### config.mk
export PLATFORM = sky130hd
export DESIGN_NAME = spi_tx_ctl
export DESIGN_NICKNAME = d
export VERILOG_FILES = /design/src/rtl/spi_tx_pkg.sv /design/src/rtl/spi_tx_sync.sv /design/src/rtl/spi_tx_buf.sv /design/src/rtl/spi_tx_shift.sv /design/src/rtl/spi_tx_fsm.sv /design/src/rtl/spi_tx_ctl.sv
export SDC_FILE = /design/constraint.sdc
export NUM_CORES = 1
export LEC_CHECK = 0
export BUFFER_PORTS_ARGS = -buffer_cell sky130_fd_sc_hd__buf_2
export CAP_MARGIN = 30
export CORE_UTILIZATION = 50
export CTS_CLUSTER_DIAMETER = 30
export DETAILED_ROUTE_END_ITERATION = 7
export PLACE_DENSITY_LB_ADDON = 0.15
export SLEW_MARGIN = 20
export SYNTH_ARGS = -nofsm -noshare
export SYNTH_HDL_FRONTEND = slang
export SYNTH_SLANG_ARGS = --single-unit
### constraint.sdc
create_clock -name clk -period 3.7 [get_ports clk]
set_input_delay 0.185 -clock clk [delete_from_list [all_inputs] [get_ports clk]]
set_output_delay 0.185 -clock clk [all_outputs]
set_load 0.1 [all_outputs]
### src/rtl/spi_tx_pkg.sv
package spi_tx_pkg;
    typedef enum logic [1:0] {
        ST_OFF    = 2'd0,
        ST_IDLE   = 2'd1,
        ST_ACTIVE = 2'd2
    } tx_state_e;
endpackage

### src/rtl/spi_tx_sync.sv
module spi_tx_sync #(
    parameter int STAGES = 2
) (
    input  logic clk,
    input  logic rst_n,
    input  logic clr,
    input  logic async_in,
    output logic rise,
    output logic fall
);
    // pipe[STAGES-1] is the synchronised level, pipe[STAGES] its history
    logic [STAGES:0] pipe;

    always_ff @(posedge clk or negedge rst_n) begin
        if (!rst_n) begin
            pipe <= '0;
        end else if (clr) begin
            pipe <= '0;
        end else begin
            pipe <= {pipe[STAGES-1:0], async_in};
        end
    end

    assign rise = pipe[STAGES-1] & ~pipe[STAGES];
    assign fall = ~pipe[STAGES-1] & pipe[STAGES];


    sync_edge_excl_chk: assert property (@(posedge clk) disable iff (!rst_n)
        rise |=> !rise);
endmodule

### src/rtl/spi_tx_buf.sv
module spi_tx_buf #(
    parameter int W = 8
) (
    input  logic         clk,
    input  logic         rst_n,
    input  logic         clr,
    input  logic         wr,
    input  logic [W-1:0] wdata,
    input  logic         take,
    output logic         full,
    output logic [W-1:0] rdata
);
    always_ff @(posedge clk or negedge rst_n) begin
        if (!rst_n) begin
            full  <= 1'b0;
            rdata <= '0;
        end else if (clr) begin
            full  <= 1'b0;
        end else if (wr) begin
            full  <= 1'b1;
            rdata <= wdata;
        end else if (take) begin
            full  <= 1'b0;
        end
    end


    buf_fill_chk: assert property (@(posedge clk) disable iff (!rst_n)
        (wr && !clr) |=> full);

    buf_drain_chk: assert property (@(posedge clk) disable iff (!rst_n)
        (take && !wr && !clr) |=> !full);
endmodule

### src/rtl/spi_tx_shift.sv
module spi_tx_shift #(
    parameter int W = 8
) (
    input  logic         clk,
    input  logic         rst_n,
    input  logic         clr,
    input  logic         load,
    input  logic [W-1:0] ld_data,
    input  logic         run,
    input  logic         slave,
    input  logic         tick,
    input  logic         fall,
    output logic         mosi,
    output logic         sclk_out,
    output logic         last
);
    localparam int CW = (W > 1) ? $clog2(W) : 1;
    localparam logic [CW-1:0] LAST_IDX = CW'(W - 1);

    logic [W-1:0]  sr;
    logic [CW-1:0] cnt;
    logic          sclk_q;
    logic          shift_ev;

    // master shifts on its own falling edge, slave on the synchronised one
    assign shift_ev = slave ? fall : (tick & sclk_q);
    assign last     = run & shift_ev & (cnt == LAST_IDX);

    always_ff @(posedge clk or negedge rst_n) begin
        if (!rst_n) begin
            sr     <= '0;
            cnt    <= '0;
            sclk_q <= 1'b0;
        end else if (clr) begin
            sr     <= '0;
            cnt    <= '0;
            sclk_q <= 1'b0;
        end else if (load) begin
            sr     <= ld_data;
            cnt    <= '0;
            sclk_q <= 1'b0;
        end else if (run) begin
            if (shift_ev) begin
                sr  <= {sr[W-2:0], 1'b0};
                cnt <= last ? '0 : cnt + 1'b1;
            end
            if (!slave && tick) begin
                sclk_q <= ~sclk_q;
            end
        end
    end

    assign mosi     = sr[W-1];
    assign sclk_out = sclk_q;


    sclk_rise_src_chk: assert property (@(posedge clk) disable iff (!rst_n)
        $rose(sclk_q) |-> $past(run && tick && !slave));

    char_end_drained_chk: assert property (@(posedge clk) disable iff (!rst_n)
        (last && !load && !clr) |=> (sr == '0 && !sclk_q));
endmodule

### src/rtl/spi_tx_fsm.sv
module spi_tx_fsm
    import spi_tx_pkg::*;
(
    input  logic clk,
    input  logic rst_n,
    input  logic clr,
    input  logic en,
    input  logic slave,
    input  logic full,
    input  logic rise,
    input  logic last,
    output logic load,
    output logic run,
    output logic done
);
    tx_state_e state_q, state_d;
    logic      pre_q, pre_d;
    logic      done_d;

    // next state and control strobes
    always_comb begin
        state_d = state_q;
        pre_d   = pre_q;
        load    = 1'b0;
        done_d  = 1'b0;
        if (clr) begin
            state_d = ST_OFF;
            pre_d   = 1'b0;
        end else begin
            unique case (state_q)
                ST_OFF: begin
                    if (en) state_d = ST_IDLE;
                end
                ST_IDLE: begin
                    if (!en) begin
                        state_d = ST_OFF;
                    end else if (!slave) begin
                        if (full) begin
                            load    = 1'b1;
                            state_d = ST_ACTIVE;
                        end
                    end else begin
                        if (full && !pre_q) begin
                            load  = 1'b1;
                            pre_d = 1'b1;
                        end
                        if (rise) begin
                            state_d = ST_ACTIVE;
                            pre_d   = 1'b0;
                        end
                    end
                end
                ST_ACTIVE: begin
                    if (last) begin
                        if (en) begin
                            state_d = ST_IDLE;
                            done_d  = 1'b1;
                        end else if (!slave && full) begin
                            load    = 1'b1;
                        end else begin
                            state_d = ST_OFF;
                        end
                    end
                end
                default: state_d = ST_OFF;
            endcase
        end
    end

    // state register
    always_ff @(posedge clk or negedge rst_n) begin
        if (!rst_n) begin
            state_q <= ST_OFF;
            pre_q   <= 1'b0;
            done    <= 1'b0;
        end else begin
            state_q <= state_d;
            pre_q   <= pre_d;
            done    <= done_d;
        end
    end

    // outputs
    always_comb begin
        run = (state_q == ST_ACTIVE);
    end


    srst_abort_chk: assert property (@(posedge clk) disable iff (!rst_n)
        clr |=> state_q == ST_OFF);

    done_from_active_chk: assert property (@(posedge clk) disable iff (!rst_n)
        done |-> (state_q == ST_IDLE && $past(state_q) == ST_ACTIVE));

    master_needs_data_chk: assert property (@(posedge clk) disable iff (!rst_n)
        (state_q == ST_IDLE && !slave && !full) |=> state_q != ST_ACTIVE);

    slave_needs_clock_chk: assert property (@(posedge clk) disable iff (!rst_n)
        (state_q == ST_IDLE && slave && !rise) |=> state_q != ST_ACTIVE);

    idle_disable_chk: assert property (@(posedge clk) disable iff (!rst_n)
        (state_q == ST_IDLE && !en) |=> state_q == ST_OFF);

    master_chain_chk: assert property (@(posedge clk) disable iff (!rst_n)
        (run && last && !en && !slave && full && !clr) |=> (state_q == ST_ACTIVE && !done));
endmodule

### src/rtl/spi_tx_ctl.sv
module spi_tx_ctl #(
    parameter int DATA_W      = 8,
    parameter int SYNC_STAGES = 2
) (
    input  logic              clk,
    input  logic              rst_n,
    input  logic              soft_rst,
    input  logic              spi_en,
    input  logic              slave_mode,
    input  logic              bit_tick,
    input  logic              sclk_in,
    input  logic              tx_wr,
    input  logic [DATA_W-1:0] tx_data,
    output logic              sclk_out,
    output logic              mosi,
    output logic              busy,
    output logic              tx_empty,
    output logic              char_done
);
    logic              wr_ok;
    logic              buf_full;
    logic [DATA_W-1:0] buf_data;
    logic              buf_take;
    logic              run;
    logic              last;
    logic              ext_rise;
    logic              ext_fall;

    // writes land only while enabled and not in software reset
    assign wr_ok = tx_wr & spi_en & ~soft_rst;

    spi_tx_sync #(.STAGES(SYNC_STAGES)) u_sync (
        .clk      (clk),
        .rst_n    (rst_n),
        .clr      (soft_rst),
        .async_in (sclk_in),
        .rise     (ext_rise),
        .fall     (ext_fall)
    );

    spi_tx_buf #(.W(DATA_W)) u_buf (
        .clk   (clk),
        .rst_n (rst_n),
        .clr   (soft_rst),
        .wr    (wr_ok),
        .wdata (tx_data),
        .take  (buf_take),
        .full  (buf_full),
        .rdata (buf_data)
    );

    spi_tx_fsm u_fsm (
        .clk   (clk),
        .rst_n (rst_n),
        .clr   (soft_rst),
        .en    (spi_en),
        .slave (slave_mode),
        .full  (buf_full),
        .rise  (ext_rise),
        .last  (last),
        .load  (buf_take),
        .run   (run),
        .done  (char_done)
    );

    spi_tx_shift #(.W(DATA_W)) u_shift (
        .clk      (clk),
        .rst_n    (rst_n),
        .clr      (soft_rst),
        .load     (buf_take),
        .ld_data  (buf_data),
        .run      (run),
        .slave    (slave_mode),
        .tick     (bit_tick),
        .fall     (ext_fall),
        .mosi     (mosi),
        .sclk_out (sclk_out),
        .last     (last)
    );

    assign busy     = run;
    assign tx_empty = ~buf_full;


    disabled_write_chk: assert property (@(posedge clk) disable iff (!rst_n)
        (tx_wr && !spi_en && !soft_rst && !buf_take) |=> tx_empty == $past(tx_empty));
endmodule

After elaboration in Yosys (flattened, before gate mapping):

Index checks and enable logic that the tools add are counted.

* add/subtract/negate cells: 1
* eq/ne operators: 8
* multiplexer cells: 47
* bitwise gates (word level): 12
* reductions and logical operators: 19

Operators with widths (number)
* $mux W8: 4
* $mux W1: 26
* $mux W2: 9
* $mux W3: 6
* $reduce_bool A3 Y1: 5
* $ne A5 B5 Y1 const B: 2
* $and A1 B1 Y1: 7
* $ne A3 B3 Y1 const B: 2
* $pmux W2 S3: 1
* $reduce_and A2 Y1: 3
* $reduce_bool A2 Y1: 3
* $not A1 Y1: 5
* $reduce_and A5 Y1: 1
* $ne A4 B4 Y1 const B: 1
* $reduce_and A4 Y1: 1
* $add A3 B1 Y3 const B: 1
* $eq A3 B3 Y1 const B: 1
* $logic_and A1 B1 Y1: 3
* $eq A2 B1 Y1 const B: 1
* $eq A2 B2 Y1 const B: 1
* $logic_not A1 Y1: 2
* $logic_not A2 Y1: 1
* $pmux W1 S2: 1

* register bits: 28
* input bits: 16
* output and inout port bits: 5
* logic and storage cells: 96

Longest topological paths before layout:

Gate-level depths: netlist of the first run.

* depth after elaboration: 11
* gate-level depth with buffers: 9
* gate-level depth less buffers: 6

Modules after synthesis:

From an unflattened synthesis of the first run, not the netlist that was laid out.

* cell total of the unflattened synthesis: 136
* area total of the unflattened synthesis: 1550.2 sq um

Modules (own cells, without submodules)
* spi_tx_shift: times used 1, cells an instance 72, area each 728.2 sq um, seq. area each 300.3 sq um
* spi_tx_buf: times used 1, cells an instance 22, area each 385.4 sq um, seq. area each 225.2 sq um
* spi_tx_fsm: times used 1, cells an instance 32, area each 317.8 sq um, seq. area each 100.1 sq um
* spi_tx_sync: times used 1, cells an instance 8, area each 106.4 sq um, seq. area each 75.1 sq um
* spi_tx_ctl: times used 1, cells an instance 2, area each 12.5 sq um, seq. area each 0.0 sq um

Worst setup path before layout of the first run:

Ideal clock, no wire load.

* path type: reg-to-reg
* from: register u_fsm.state_q[0]
* to: register u_shift.sr[1]
* setup time: 0.088 ns
* arrival: 2.490 ns
* data required time: 3.612 ns
* path slack: 1.122 ns
* stages on the path, launching flop included: 10
* path buffers: 3
* clock period less this slack: 2.578 ns
* path through: dfrtp_1 -> inv_1 -> ha_1 -> buf_2 -> nand4b_1 -> a211o_1 -> buf_6 -> and2_4 -> buf_6 -> a211oi_2

* cells in the longest elaborated chain, start to end: 8
* elaborated cells between the ends (all ways): 12
* those cells by class: eq/ne: 2; mux: 5; bitwise: 2; reduce/logical: 3

RTL lines
* start, declared: line spi_tx_fsm.sv:16 `tx_state_e state_q, state_d;`
* start signal, assigned: line spi_tx_fsm.sv:77 `state_q <= state_d;`
* $eq A2 B2 Y1 (*): line spi_tx_fsm.sv:85 `run = (state_q == ST_ACTIVE);`
* named net busy: line spi_tx_ctl.sv:16 `output logic busy,`
* $and A1 B1 Y1 (2 in a row): line spi_tx_shift.sv:27 `assign last = run & shift_ev & (cnt == LAST_IDX);`
* $mux W1: line spi_tx_fsm.sv:54 `if (last) begin`
* $pmux W1 S2: line spi_tx_fsm.sv:30 `unique case (state_q)`
* $mux W1: line spi_tx_fsm.sv:26 `if (clr) begin`
* $reduce_bool A3 Y1 (no line) / $mux W8 (equally long branches)
* $reduce_and A2 Y1 (no line) / $mux W8 (equally long branches)
* end signal, assigned: line spi_tx_shift.sv:39 `sr <= ld_data;`
* end signal, assigned: line spi_tx_shift.sv:44 `sr <= {sr[W-2:0], 1'b0};`
* end, declared: line spi_tx_shift.sv:20 `logic [W-1:0] sr;`

The timed path passes the listed nets; every way through them passes the cells marked *.
A chain may end at the register's enable or synchronous reset.

Worst setup path after layout of the first run:

* from: register u_shift.cnt[0]
* to: register u_buf.full

* cells in the longest elaborated chain, start to end: 6

RTL lines
* start, declared: line spi_tx_shift.sv:21 `logic [CW-1:0] cnt;`
* start signal, assigned: line spi_tx_shift.sv:45 `cnt <= last ? '0 : cnt + 1'b1;`
* $eq A3 B3 Y1: line spi_tx_shift.sv:27
* $and A1 B1 Y1: line spi_tx_shift.sv:27
* $mux W1: line spi_tx_fsm.sv:54
* $pmux W1 S2: line spi_tx_fsm.sv:30
* $mux W1: line spi_tx_fsm.sv:26
* $reduce_bool A3 Y1 (no line)
* end signal, assigned: line spi_tx_buf.sv:18 `full <= 1'b0;`
* end signal, assigned: line spi_tx_buf.sv:20 `full <= 1'b1;`
* end signal, assigned: line spi_tx_buf.sv:23 `full <= 1'b0;`
* end, declared: line spi_tx_buf.sv:10 `output logic full,`

Every way passes these cells.

==> qor.csv, run 1 <==
stage,metric,value,unit
synthesis,Post-Syn Area per Cell,11.60,µm²
critical_path,CP startpoint kind,flip-flop,
layout,layout cell share with drive strength beyond 1,30.61,%
power_and_ir_drop,VDD IR max,254.8,µV
flow_run,max cap viols,0,
global_routing,global-route wire length before repair,4.954,mm
synthesis,"FF+latch count, synth",28,
timing,Final Hold Viols,0,
floorplanning,row cnt,19,
clock_tree,Num CTS Buffers,3,
synthesis,"Seq/Total Area, Yosys",46.47,%
global_routing,"Remaining Overflow, GRT",0,
drt,drt first pass iters,6,
status,status,finished with violations,
clock_tree,number of buffers inserted by hold repair at cts,1,
timing,period utilization,53.15,%
floorplanning,die area,3239,µm²
critical_path,Setup CP Type,flip-flop to flip-flop,
power_and_ir_drop,Total Power,0.5791,mW
timing,worst slew pin tran,0.6280,ns
placed_design,Post-Place Cells,174,
global_routing,largest net degree at the start of global routing,29,
placed_design,post-detail-place hpwl,2.072,mm
clock_tree,clk root buf,clkbuf_4,
floorplanning,Horiz. Die Dim,56.91,µm
clock_tree,CTS tree,done,
layout,# nets final,171,
clock_tree,post_cts resized,0,
floorplanning,IO Count,21,
worst_hold_path,worst min path class,input pin to flip-flop,
placed_design,Buffers on Ports,20,
drt,1st-iter DRT viols,40,
critical_path,worst-path fanout max,9,
synthesis,"Net Count, Synth",152,
synthesis,fraction of registers with async set/reset,100.0,%
layout,Antenna diodes,0,
global_routing,vias in the first global route,1072,
power_and_ir_drop,Leak,0.7550,nW
clock_tree,CTS max path bufs,2,
clock_tree,H-Tree Depth,1,
clock_tree,setup bufs post-CTS,0,
timing,fmax,508.5,MHz
drt,Vias,1049,
drt,ANT nets after route,0,
critical_path,CP Capture Type,flip-flop,
timing,Final Max Tran Viols,0,
floorplanning,initial cell density of the core,53.75,%
power_and_ir_drop,pwr/cell area,355.8,nW/µm²
synthesis,Syn Std Cell Area,1508,µm²
synthesis,Synth cell types,32,
drt,DRC errors left,2,
timing,relative slew slack,58.14,%
floorplanning,core area,2805,µm²
clock_tree,CTS sink cnt,28,
global_routing,initial antenna violation count,0,
synthesis,Post-synth EDFFs,0,
layout,Non-Filler Instances,178,
status,failing checks,DRC,
drt,mean routed wirelength per cell,15.77,µm
synthesis,Mapped Cells,130,
timing,Final setup viols,0,
layout,Layout area overhead,7.967,%
synthesis,synth warn,0,
clock_tree,Worst-Skew Late Latency,0.33,ns
timing,RSZ-0062 raised after global routing,false,
timing,setup tns final,0,ns
synthesis,Post-synth top flop,dfrtp_1,
placed_design,GP Congestion,0.8290,
drt,DR vias/cell,5.893,
timing,clock skew,0.006187,ns
drt,total routed wirelength,2.807,mm
critical_path,WP data arrival,2.20,ns
floorplanning,Die Y,56.91,µm
timing,Period minus WS final,1.966,ns
clock_tree,"CTS clk-pin slew, worst paths",0.14,ns
critical_path,Worst Path Required,3.94,ns
global_routing,gr usage total,19.82,%
timing,hold slack,0.06378,ns
## cells in the mapped netlist (2+ instances only)
master | number | area, µm²
nand4b_1 | 4 | 35.03
and2b_2 | 2 | 17.52
inv_1 | 5 | 18.77
dfrtp_1 | 28 | 700.7
nor3_1 | 4 | 20.02
nor2_1 | 3 | 11.26
a211oi_2 | 7 | 87.58
nand2_1 | 6 | 22.52
buf_6 | 3 | 33.78
mux2_2 | 8 | 90.09
a211o_1 | 3 | 26.28
a21oi_1 | 11 | 55.05
ha_1 | 6 | 75.07
mux2i_1 | 11 | 110.1
nor2b_1 | 6 | 37.54
nand4_1 | 3 | 18.77
clkbuf_1 | 2 | 7.510
o31ai_1 | 3 | 22.52
buf_2 | 2 | 10.01
## worst max-delay path, cell delays in order, from the launching register on
cell and delay [ns]:
dfrtp_1 0.43, ha_1 0.21, ha_1 0.27, nand4b_1 0.19, a211o_1 0.30, nand2_1 0.20, o31ai_1 0.27
## where the power goes
group	internal (mW)	switching, mW
Sequential	0.330	0.0162
Clock	0.0383	0.0855
Combinational	0.0441	0.0651
## final cells by class
| class | instances | area, µm² |
|---|---|---|
| flip-flops and latches | 28 | 700.7 |
| fillers | 258 | 1177 |
| clock buffers | 3 | 22.52 |
| repair buffers | 21 | 110.1 |
| inverters | 5 | 18.77 |
| well taps | 31 | 38.79 |
| multi-input cells | 90 | 737.0 |
## state kept, by name, summed over array words and instances, names as in the netlist
name,cells
u_buf.rdata,8
u_shift.sr,8
u_shift.cnt,3
u_sync.pipe,3
u_fsm.state_q,2
u_buf.full,1
u_fsm.done,1
u_fsm.pre_q,1
u_shift.sclk_out,1
## metrics by stage
step	worst slack (ns)	util, %	instance area, µm²
6_report	1.734	58.03	1628
5_1_grt	1.485	58.03	1628
3_5_place_dp	1.738	56.87	1595
3_3_place_gp	1.865	56.87	1595
2_1_floorplan	1.122	-	1508
4_1_cts	1.703	58.03	1628
## cells by family after synthesis
group | after synthesis | synth area share (%)
xor gates and xnor gates | 1 | 0.5810
buffers and inverters | 12 | 4.647
DFF | 28 | 46.47
AOI/OAI and AO/OA | 29 | 15.35
adders and majority gates | 6 | 4.979
and+or+nand+nor | 35 | 14.69
muxes | 19 | 13.28
## per-layer routing
layer / share of wire [%] / track usage, % / vias to the layer above
met4: 1.3 / 6.272 / 0
li1: - / - / 512
met3: 3.1 / 2.074 / 5
met5: 0 / 0 / -
met2: 47 / 33.28 / 24
met1: 48 / 27.06 / 508
## placed cells by master, fill, tap and decap left out
| master | instances |
|---|---|
| a211o_1 | 3 |
| a211oi_1 | 1 |
| a211oi_2 | 7 |
| a21oi_1 | 11 |
| a311oi_1 | 1 |
| a31oi_1 | 1 |
| and2_4 | 1 |
| and2b_2 | 2 |
| and3_2 | 1 |
| and3b_1 | 1 |
| buf_2 | 20 |
| clkbuf_4 | 3 |
| dfrtp_1 | 28 |
| dlygate4sd3_1 | 1 |
| ha_1 | 6 |
| inv_1 | 5 |
| mux2_2 | 8 |
| mux2i_1 | 11 |
| nand2_1 | 6 |
| nand2_2 | 1 |
| nand3_1 | 1 |
| nand3b_1 | 1 |
| nand4_1 | 3 |
| nand4b_1 | 4 |
| nand4b_2 | 1 |
| nor2_1 | 3 |
| nor2b_1 | 6 |
| nor3_1 | 4 |
| o21ba_2 | 1 |
| o21bai_1 | 1 |
| o31ai_1 | 3 |
| xor2_1 | 1 |
## final timing paths
kind	start	endpoint	slack, ns	cells past startpoint
max in group asynchronous	rst_n	u_buf.rdata[5]	2.90	2
max reg2reg	u_shift.cnt[0]	u_buf.full	1.73	6
min	sclk_in	u_sync.pipe[0]	0.06	2
min reg2reg	u_sync.pipe[0]	u_sync.pipe[1]	0.49	1
max	u_shift.cnt[0]	u_buf.full	1.73	6
min in group asynchronous	rst_n	u_fsm.state_q[1]	0.38	2
No activity file was read; power rests on OpenSTA's default activity.
==> run 2, diff against run 1 <==
--- a/config.mk
+++ b/config.mk
@@ -5,6 +5,7 @@
 export SDC_FILE = /design/constraint.sdc
 export NUM_CORES = 1
 export LEC_CHECK = 0
+export ABC_AREA = 1
 export BUFFER_PORTS_ARGS = -buffer_cell sky130_fd_sc_hd__buf_2
 export CAP_MARGIN = 30
 export CORE_UTILIZATION = 50
==> constraint.sdc (replaced) <==
create_clock -name clk -period 1.7 [get_ports clk]
set_input_delay 0.085 -clock clk [delete_from_list [all_inputs] [get_ports clk]]
set_output_delay 0.085 -clock clk [all_outputs]
set_load 0.1 [all_outputs]
==> qor.csv, run 2 <==
stage,metric,value,unit,change
synthesis,"FF+latch count, synth",28,,unchanged
synthesis,Synth cell types,28,,was 32
floorplanning,Die Y,57.62,µm,was 56.91 µm
floorplanning,initial cell density of the core,54.21,%,was 53.75%
layout,"most common cell after layout, fill and taps aside",nand2_1,,was dfrtp_1
layout,# nets final,237,,was 171
critical_path,crit path cell chain,"ha_1, ha_1, buf_4, nand2_4, or2_0, a21oi_2, nand2_1, o21ai_2",,"was ha_1, ha_1, nand4b_1, a211o_1, nand2_1, o31ai_1"
clock_tree,Worst-Skew Late Latency,0.33,ns,about the same
timing,clock skew,0.004096,ns,was 0.006187 ns
drt,drt first pass iters,6,,unchanged
clock_tree,"CTS clk-pin slew, worst paths",0.15,ns,was 0.14 ns
synthesis,Synth area leaders,"dfrtp_1 (45%), nand2_1 (7.5%), inv_1 (6.6%), nand4_1 (6.1%), mux2_2 (5.8%)",,"was dfrtp_1 (46%), mux2i_1 (7.3%), mux2_2 (6.0%), a211oi_2 (5.8%), ha_1 (5.0%)"
timing,Period minus WS final,1.761,ns,was 1.966 ns
synthesis,Post-Syn Area per Cell,8.991,µm²,was 11.60 µm²
critical_path,Setup CP Type,flip-flop to flip-flop,,unchanged
layout,layout cell share with drive strength beyond 1,32.71,%,was 30.61%
layout,fin util,67.76,%,was 58.03%
global_routing,largest net degree at the start of global routing,29,,unchanged
clock_tree,CTS sink cnt,28,,unchanged
floorplanning,IO Count,21,,unchanged
clock_tree,H-Tree Depth,1,,unchanged
drt,1st-iter DRT viols,57,,was 40
placed_design,area of placed instances,1692,µm²,was 1595 µm²
power_and_ir_drop,Leak,1.014,nW,was 0.7550 nW
drt,Vias,1311,,was 1049
timing,fmax,567.7,MHz,was 508.5 MHz
critical_path,WP data arrival,2.03,ns,was 2.20 ns
layout,Fillers,223,,was 258
timing,relative slew slack,59.72,%,was 58.14%
timing,Final setup viols,3,,was 0
layout,fin area,1933,µm²,was 1628 µm²
critical_path,"delay-heaviest family, CP",flip-flops,,was compound AO/OA/AOI/OAI gates
placed_design,Buffers on Ports,20,,unchanged
synthesis,"Seq/Total Area, Yosys",45.31,%,was 46.47%
layout,Antenna diodes,0,,unchanged
layout,Top Registers,"u_buf.rdata: 8 flops, u_shift.sr: 8 flops",,unchanged
critical_path,most frequent CP cell,ha_1,,unchanged
floorplanning,core area,2853,µm²,was 2805 µm²
critical_path,WP buf/inv,1,,was 0
floorplanning,die area,3319,µm²,was 3239 µm²
timing,Final Hold Viols,0,,unchanged
global_routing,global-route wire length before repair,5.347,mm,was 4.954 mm
timing,RSZ-0062 raised after global routing,true,,was false
synthesis,post-synth top area cell,dfrtp_1,,unchanged
synthesis,top-count cell post-synth,nand2_1,,was dfrtp_1
synthesis,Post-synth EDFFs,0,,unchanged
placed_design,pre-CTS WS,0.004836,ns,was 1.738 ns
drt,mean routed wirelength per cell,13.51,µm,was 15.77 µm
synthesis,Mapped Cells,172,,was 130
critical_path,CP Capture Type,flip-flop,,unchanged
synthesis,Post-synth top flop,dfrtp_1,,unchanged
flow_run,max cap viols,0,,unchanged
timing,hold slack,0.03535,ns,was 0.06378 ns
critical_path,worst-path fanout max,4,,was 9
synthesis,Syn Std Cell Area,1546,µm²,was 1508 µm²
status,failing checks,"DRC, setup timing",,was DRC
placed_design,post-detail-place hpwl,2.171,mm,was 2.072 mm
layout,Non-Filler Instances,245,,was 178
global_routing,gr usage total,20.74,%,was 19.82%
timing,worst slew pin tran,0.6042,ns,was 0.6280 ns
layout,Layout area overhead,25.00,%,was 7.967%
placed_design,GP Congestion,0.8469,,was 0.8290
power_and_ir_drop,VDD IR max,548.8,µV,was 254.8 µV
clock_tree,CTS tree,done,,unchanged
layout,Multi-input gate area,737.0,µm²,unchanged
critical_path,critical path's largest stage delay,0.43,ns,about the same
synthesis,Synth top cells by count,"nand2_1 (31), dfrtp_1 (28), inv_1 (27)",,"was dfrtp_1 (28), a21oi_1 (11), mux2i_1 (11)"
global_routing,vias in the first global route,1201,,was 1072
global_routing,"Remaining Overflow, GRT",0,,unchanged
status,status,finished with violations,,unchanged
synthesis,"Net Count, Synth",194,,was 152
critical_path,Worst Path Required,1.96,ns,was 3.94 ns
layout,register area,703.2,µm²,was 700.7 µm²
drt,DR vias/cell,5.351,,was 5.893
critical_path,crit path max-delay cell type,dfrtp_1,,unchanged
layout,most frequent cells in the layout,"nand2_1 (29), dfrtp_1 (26), inv_1 (25)",,"was dfrtp_1 (28), buf_2 (20), a21oi_1 (11), mux2i_1 (11), mux2_2 (8)"
power_and_ir_drop,pwr/cell area,880.8,nW/µm²,was 355.8 nW/µm²
clock_tree,clk root buf,clkbuf_4,,unchanged
drt,ANT nets after route,0,,unchanged
worst_hold_path,worst min path class,input pin to flip-flop,,unchanged
drt,total routed wirelength,3.311,mm,was 2.807 mm
timing,Final Max Tran Viols,0,,unchanged
drt,DRC errors left,1,,was 2
synthesis,fraction of registers with async set/reset,100.0,%,unchanged
floorplanning,row cnt,19,,unchanged
timing,fin worst setup slack,-0.06143,ns,was 1.734 ns
timing,period utilization,103.6,%,was 53.15%
critical_path,CP startpoint kind,flip-flop,,unchanged
synthesis,synth warn,0,,unchanged
synthesis,top cell type's share of synthesized area,45.31,%,was 46.47%
floorplanning,Horiz. Die Dim,57.62,µm,was 56.91 µm
clock_tree,CTS max path bufs,2,,unchanged
clock_tree,Num CTS Buffers,3,,unchanged
global_routing,initial antenna violation count,0,,unchanged
placed_design,Post-Place Cells,222,,was 174
run 2: changes by cell type after synthesis, moves of 7 or more:
cell      previous run  this run
a21oi_1             11         4
inv_1                5        27
nand3_1              1         8
nand2_1              6        31
nand4_1              3        15
mux2i_1             11         0
a211oi_2             7         0
run 2: cells by family after synthesis:
kind of cell,after synthesis,share of synthesized area [%]
AO/OA/AOI/OAI,13,5.017
adder cells (fa/ha/maj),6,4.854
buffers and inverters,35,9.951
flip-flops,28,45.31
multiplexers,8,5.825
AND/OR/NAND/NOR,82,29.04
run 2: metrics by stage:
stage | total power [mW] | TNS [ns]
3_5_place_dp | 1.271 | 0
2_1_floorplan | 1.156 | -0.7680
6_report | 1.703 | -0.1158
4_1_cts | 1.636 | 0
3_3_place_gp | 1.252 | 0
5_1_grt | 1.782 | -0.8722
run 2: what timing repair did:
action	CTS	global route
pin swaps	2	7
endpoints found under the setup margin	2	11
setup buffers	3	6
hold buffers	10	0
hold endpoints to repair	37	0
resized for setup	0	11
run 2: final cells by class:
cell class / count / area share (%)
clock buffer: 4 / 1.877
multi-input combinational: 109 / 38.12
inverter: 29 / 5.631
sequential: 28 / 36.38
timing repair buffer: 44 / 15.99
tap: 31 / 2.006
run 2: final timing paths:
kind                                startpoint               end  slack, ns  cells past startpoint
worst min-delay path                  soft_rst    u_sync.pipe[2]       0.04                      2
worst max-delay path            u_shift.cnt[0]  u_fsm.state_q[1]      -0.06                      8
worst min register to register  u_sync.pipe[0]    u_sync.pipe[1]       0.48                      2
min in group asynchronous                rst_n        u_fsm.done       0.27                      2
worst max register to register  u_shift.cnt[0]  u_fsm.state_q[1]      -0.06                      8
max in group asynchronous                rst_n  u_fsm.state_q[1]       1.00                      2
run 2: report_power, final:
| part | switching [mW] | internal (mW) | leakage (nW) |
|---|---|---|---|
| sequential | 0.0492 | 0.743 | 0.357 |
| clock | 0.199 | 0.131 | 0.0210 |
| combinational | 0.364 | 0.217 | 0.636 |
| total | 0.612 | 1.09 | 1.01 |
run 2: metal layers:
metal	wire length, µm	global-route usage [%]	vias to the layer above
li1	-	-	648
met1	1568	30.31	618
met2	1539	32.06	41
met3	167	2.902	4
met4	36	6.620	0
met5	0	0	-
==> run 3, diff against run 2 <==
--- a/config.mk
+++ b/config.mk
@@ -15,4 +15,5 @@
 export SLEW_MARGIN = 20
 export SYNTH_ARGS = -nofsm -noshare
 export SYNTH_HDL_FRONTEND = slang
+export SYNTH_HIERARCHICAL = 1
 export SYNTH_SLANG_ARGS = --single-unit
==> qor.csv, run 3 <==
stage,metric,value,unit,change
power_and_ir_drop,VDD IR max,620.3,µV,was 548.8 µV
drt,drt first pass iters,4,,was 6
layout,Top Registers,"u_buf/rdata: 8 flops, u_shift/sr: 8 flops",,"was u_buf.rdata: 8 flops, u_shift.sr: 8 flops"
timing,clock skew,0.001377,ns,was 0.004096 ns
clock_tree,Worst-Skew Late Latency,0.32,ns,was 0.33 ns
status,status,finished with violations,,unchanged
floorplanning,die area,3376,µm²,was 3319 µm²
synthesis,post-synth top area cell,dfrtp_1,,unchanged
critical_path,CP startpoint kind,flip-flop,,unchanged
layout,Fillers,219,,was 223
clock_tree,CTS tree,done,,unchanged
critical_path,worst-path fanout max,6,,was 4
timing,setup tns final,-1.642,ns,was -0.1158 ns
floorplanning,Die Y,58.11,µm,was 57.62 µm
timing,RSZ-0062 raised after global routing,true,,unchanged
global_routing,vias in the first global route,1430,,was 1201
synthesis,top-count cell post-synth,nand2_1,,unchanged
layout,layout cell share with drive strength beyond 1,34.30,%,was 32.71%
flow_run,max cap viols,0,,unchanged
clock_tree,Num CTS Buffers,3,,unchanged
placed_design,GP Congestion,0.8174,,was 0.8469
critical_path,Setup CP Type,flip-flop to flip-flop,,unchanged
synthesis,Synth area leaders,"dfrtp_1 (45%), nand2_1 (15%), inv_1 (5.7%), ha_1 (4.8%), nand2_2 (4.0%)",,"was dfrtp_1 (45%), nand2_1 (7.5%), inv_1 (6.6%), nand4_1 (6.1%), mux2_2 (5.8%)"
timing,worst slew pin tran,0.6231,ns,was 0.6042 ns
global_routing,"Remaining Overflow, GRT",0,,unchanged
timing,Final Hold Viols,0,,unchanged
floorplanning,Horiz. Die Dim,58.11,µm,was 57.62 µm
drt,1st-iter DRT viols,78,,was 57
timing,Final Max Tran Viols,0,,unchanged
global_routing,gr usage total,23.35,%,was 20.74%
critical_path,WP data arrival,2.12,ns,was 2.03 ns
drt,total routed wirelength,3.524,mm,was 3.311 mm
global_routing,global-route wire length before repair,6.058,mm,was 5.347 mm
floorplanning,IO Count,21,,unchanged
synthesis,Syn Std Cell Area,1574,µm²,was 1546 µm²
clock_tree,clk root buf,clkbuf_4,,unchanged
drt,DRC errors left,0,,was 1
layout,# nets final,265,,was 237
synthesis,"Seq/Total Area, Yosys",44.52,%,was 45.31%
synthesis,Post-Syn Area per Cell,8.113,µm²,was 8.991 µm²
timing,fin worst setup slack,-0.1920,ns,was -0.06143 ns
power_and_ir_drop,Total Power,1.707,mW,was 1.703 mW
synthesis,"Net Count, Synth",216,,was 194
synthesis,Synth cell types,23,,was 28
timing,relative slew slack,58.46,%,was 59.72%
drt,ANT nets after route,0,,unchanged
layout,most frequent cells in the layout,"nand2_1 (56), dfrtp_1 (27), inv_1 (21)",,"was nand2_1 (29), dfrtp_1 (26), inv_1 (25)"
drt,Vias,1392,,was 1311
critical_path,CP Capture Type,flip-flop,,unchanged
floorplanning,initial cell density of the core,54.72,%,was 54.21%
floorplanning,row cnt,19,,unchanged
clock_tree,"CTS clk-pin slew, worst paths",0.15,ns,about the same
worst_hold_path,worst min path class,input pin to flip-flop,,unchanged
timing,Period minus WS final,1.892,ns,was 1.761 ns
floorplanning,core area,2877,µm²,was 2853 µm²
synthesis,Synth top cells by count,"nand2_1 (62), dfrtp_1 (28), inv_1 (24)",,"was nand2_1 (31), dfrtp_1 (28), inv_1 (27)"
placed_design,pre-CTS WS,-0.2287,ns,was 0.004836 ns
layout,"most common cell after layout, fill and taps aside",nand2_1,,unchanged
global_routing,largest net degree at the start of global routing,29,,unchanged
drt,mean routed wirelength per cell,12.41,µm,was 13.51 µm
timing,fmax,528.6,MHz,was 567.7 MHz
timing,Final setup viols,12,,was 3
synthesis,"FF+latch count, synth",28,,unchanged
layout,Antenna diodes,0,,unchanged
clock_tree,CTS max path bufs,2,,unchanged
synthesis,synth warn,6,,was 0
placed_design,post-detail-place hpwl,2.429,mm,was 2.171 mm
timing,hold slack,0.06525,ns,was 0.03535 ns
placed_design,Buffers on Ports,20,,unchanged
synthesis,fraction of registers with async set/reset,100.0,%,unchanged
synthesis,Mapped Cells,194,,was 172
clock_tree,CTS sink cnt,28,,unchanged
status,failing checks,setup timing,,"was DRC, setup timing"
drt,DR vias/cell,4.901,,was 5.351
layout,Layout area overhead,32.19,%,was 25.00%
synthesis,Post-synth top flop,dfrtp_1,,unchanged
synthesis,top cell type's share of synthesized area,44.52,%,was 45.31%
critical_path,Worst Path Required,1.92,ns,was 1.96 ns
clock_tree,H-Tree Depth,1,,unchanged
power_and_ir_drop,pwr/cell area,820.2,nW/µm²,was 880.8 nW/µm²
global_routing,initial antenna violation count,0,,unchanged
power_and_ir_drop,Leak,1.091,nW,was 1.014 nW
timing,period utilization,111.3,%,was 103.6%
synthesis,Post-synth EDFFs,0,,unchanged
[run 3: cell count changes after synthesis, moves of 4 or more]
cell	previous run	this run
mux2_2	8	0
nand3_1	8	12
nand2_2	2	10
nand4_1	15	4
nor2_1	9	15
o21ai_2	0	4
nand2_1	31	62
[run 3: layout make-up]
| class | instances | area, µm² | share of cell area [%] |
|---|---|---|---|
| Clock buffer | 3 | 22.52 | 1.082 |
| Clock inverter | 1 | 30.03 | 1.443 |
| Inverter | 27 | 108.9 | 5.231 |
| Multi-Input combinational cell | 138 | 833.3 | 40.05 |
| Sequential cell | 28 | 701.9 | 33.73 |
| Tap cell | 42 | 52.55 | 2.526 |
| Timing Repair Buffer | 45 | 331.6 | 15.94 |
[run 3: layer usage]
layer | up-vias | global-route usage [%] | wire [µm]
met5 | - | 0 | 0
met4 | 0 | 6.122 | 46
met3 | 6 | 4.018 | 116
met2 | 36 | 41.71 | 1816
met1 | 643 | 29.17 | 1543
li1 | 707 | - | -
[run 3: path summary, 6_finish.rpt]
| path | cells past startpoint | to | start | slack (ns) |
|---|---|---|---|---|
| hold / removal | 3 | u_fsm/done | spi_en | 0.07 |
| hold reg to reg | 2 | u_sync/pipe[1] | u_sync/pipe[0] | 0.47 |
| setup / recovery | 12 | u_shift/sr[3] | u_shift/cnt[1] | -0.19 |
| max in group asynchronous | 2 | u_shift/sclk_out | rst_n | 0.99 |
| min in group asynchronous | 2 | u_shift/sclk_out | rst_n | 0.29 |
| setup reg to reg | 12 | u_shift/sr[3] | u_shift/cnt[1] | -0.19 |
[run 3: through the flow]
| step | instance area, µm² | utilization [%] | std cells |
|---|---|---|---|
| final | 2081 | 72.34 | 284 |
| after global placement | 1826 | 63.46 | 266 |
| after global routing | 2081 | 72.34 | 284 |
| after CTS | 2054 | 71.42 | 284 |
| after floorplan | 1593 | - | 194 |
| after detailed placement | 1826 | 63.46 | 266 |
[run 3: cell families after synthesis]
kind of cell / share of synthesized area (%)
simple gates: 36.01
fa+ha+maj: 4.769
flops: 44.51
buf+inv: 8.347
compound gates: 6.358
[run 3: worst max-delay path, cell delays in order (launching register included)]
cell     delay [ns]
dfrtp_1        0.41
ha_2           0.19
ha_2           0.17
nand4_1        0.08
inv_1          0.06
inv_2          0.06
nor3_2         0.04
o21ba_4        0.23
nor2_4         0.16
buf_12         0.17
nand2_8        0.07
nand2_2        0.07
o21ai_1        0.07
[run 3: report_power, final]
part           leakage [nW]  internal (mW)  switching [mW]
registers             0.374          0.726          0.0413
logic                 0.689          0.198           0.306
clock network        0.0279          0.238           0.196
[run 3: repair_timing]
item                       CTS  global route
gates resized for setup      7            13
hold endpoints to repair    37             0
gates cloned                 2             0
hold buffers                10             0
pin swaps                    5             5
setup endpoints to repair   12            13
buffers inserted             2             1
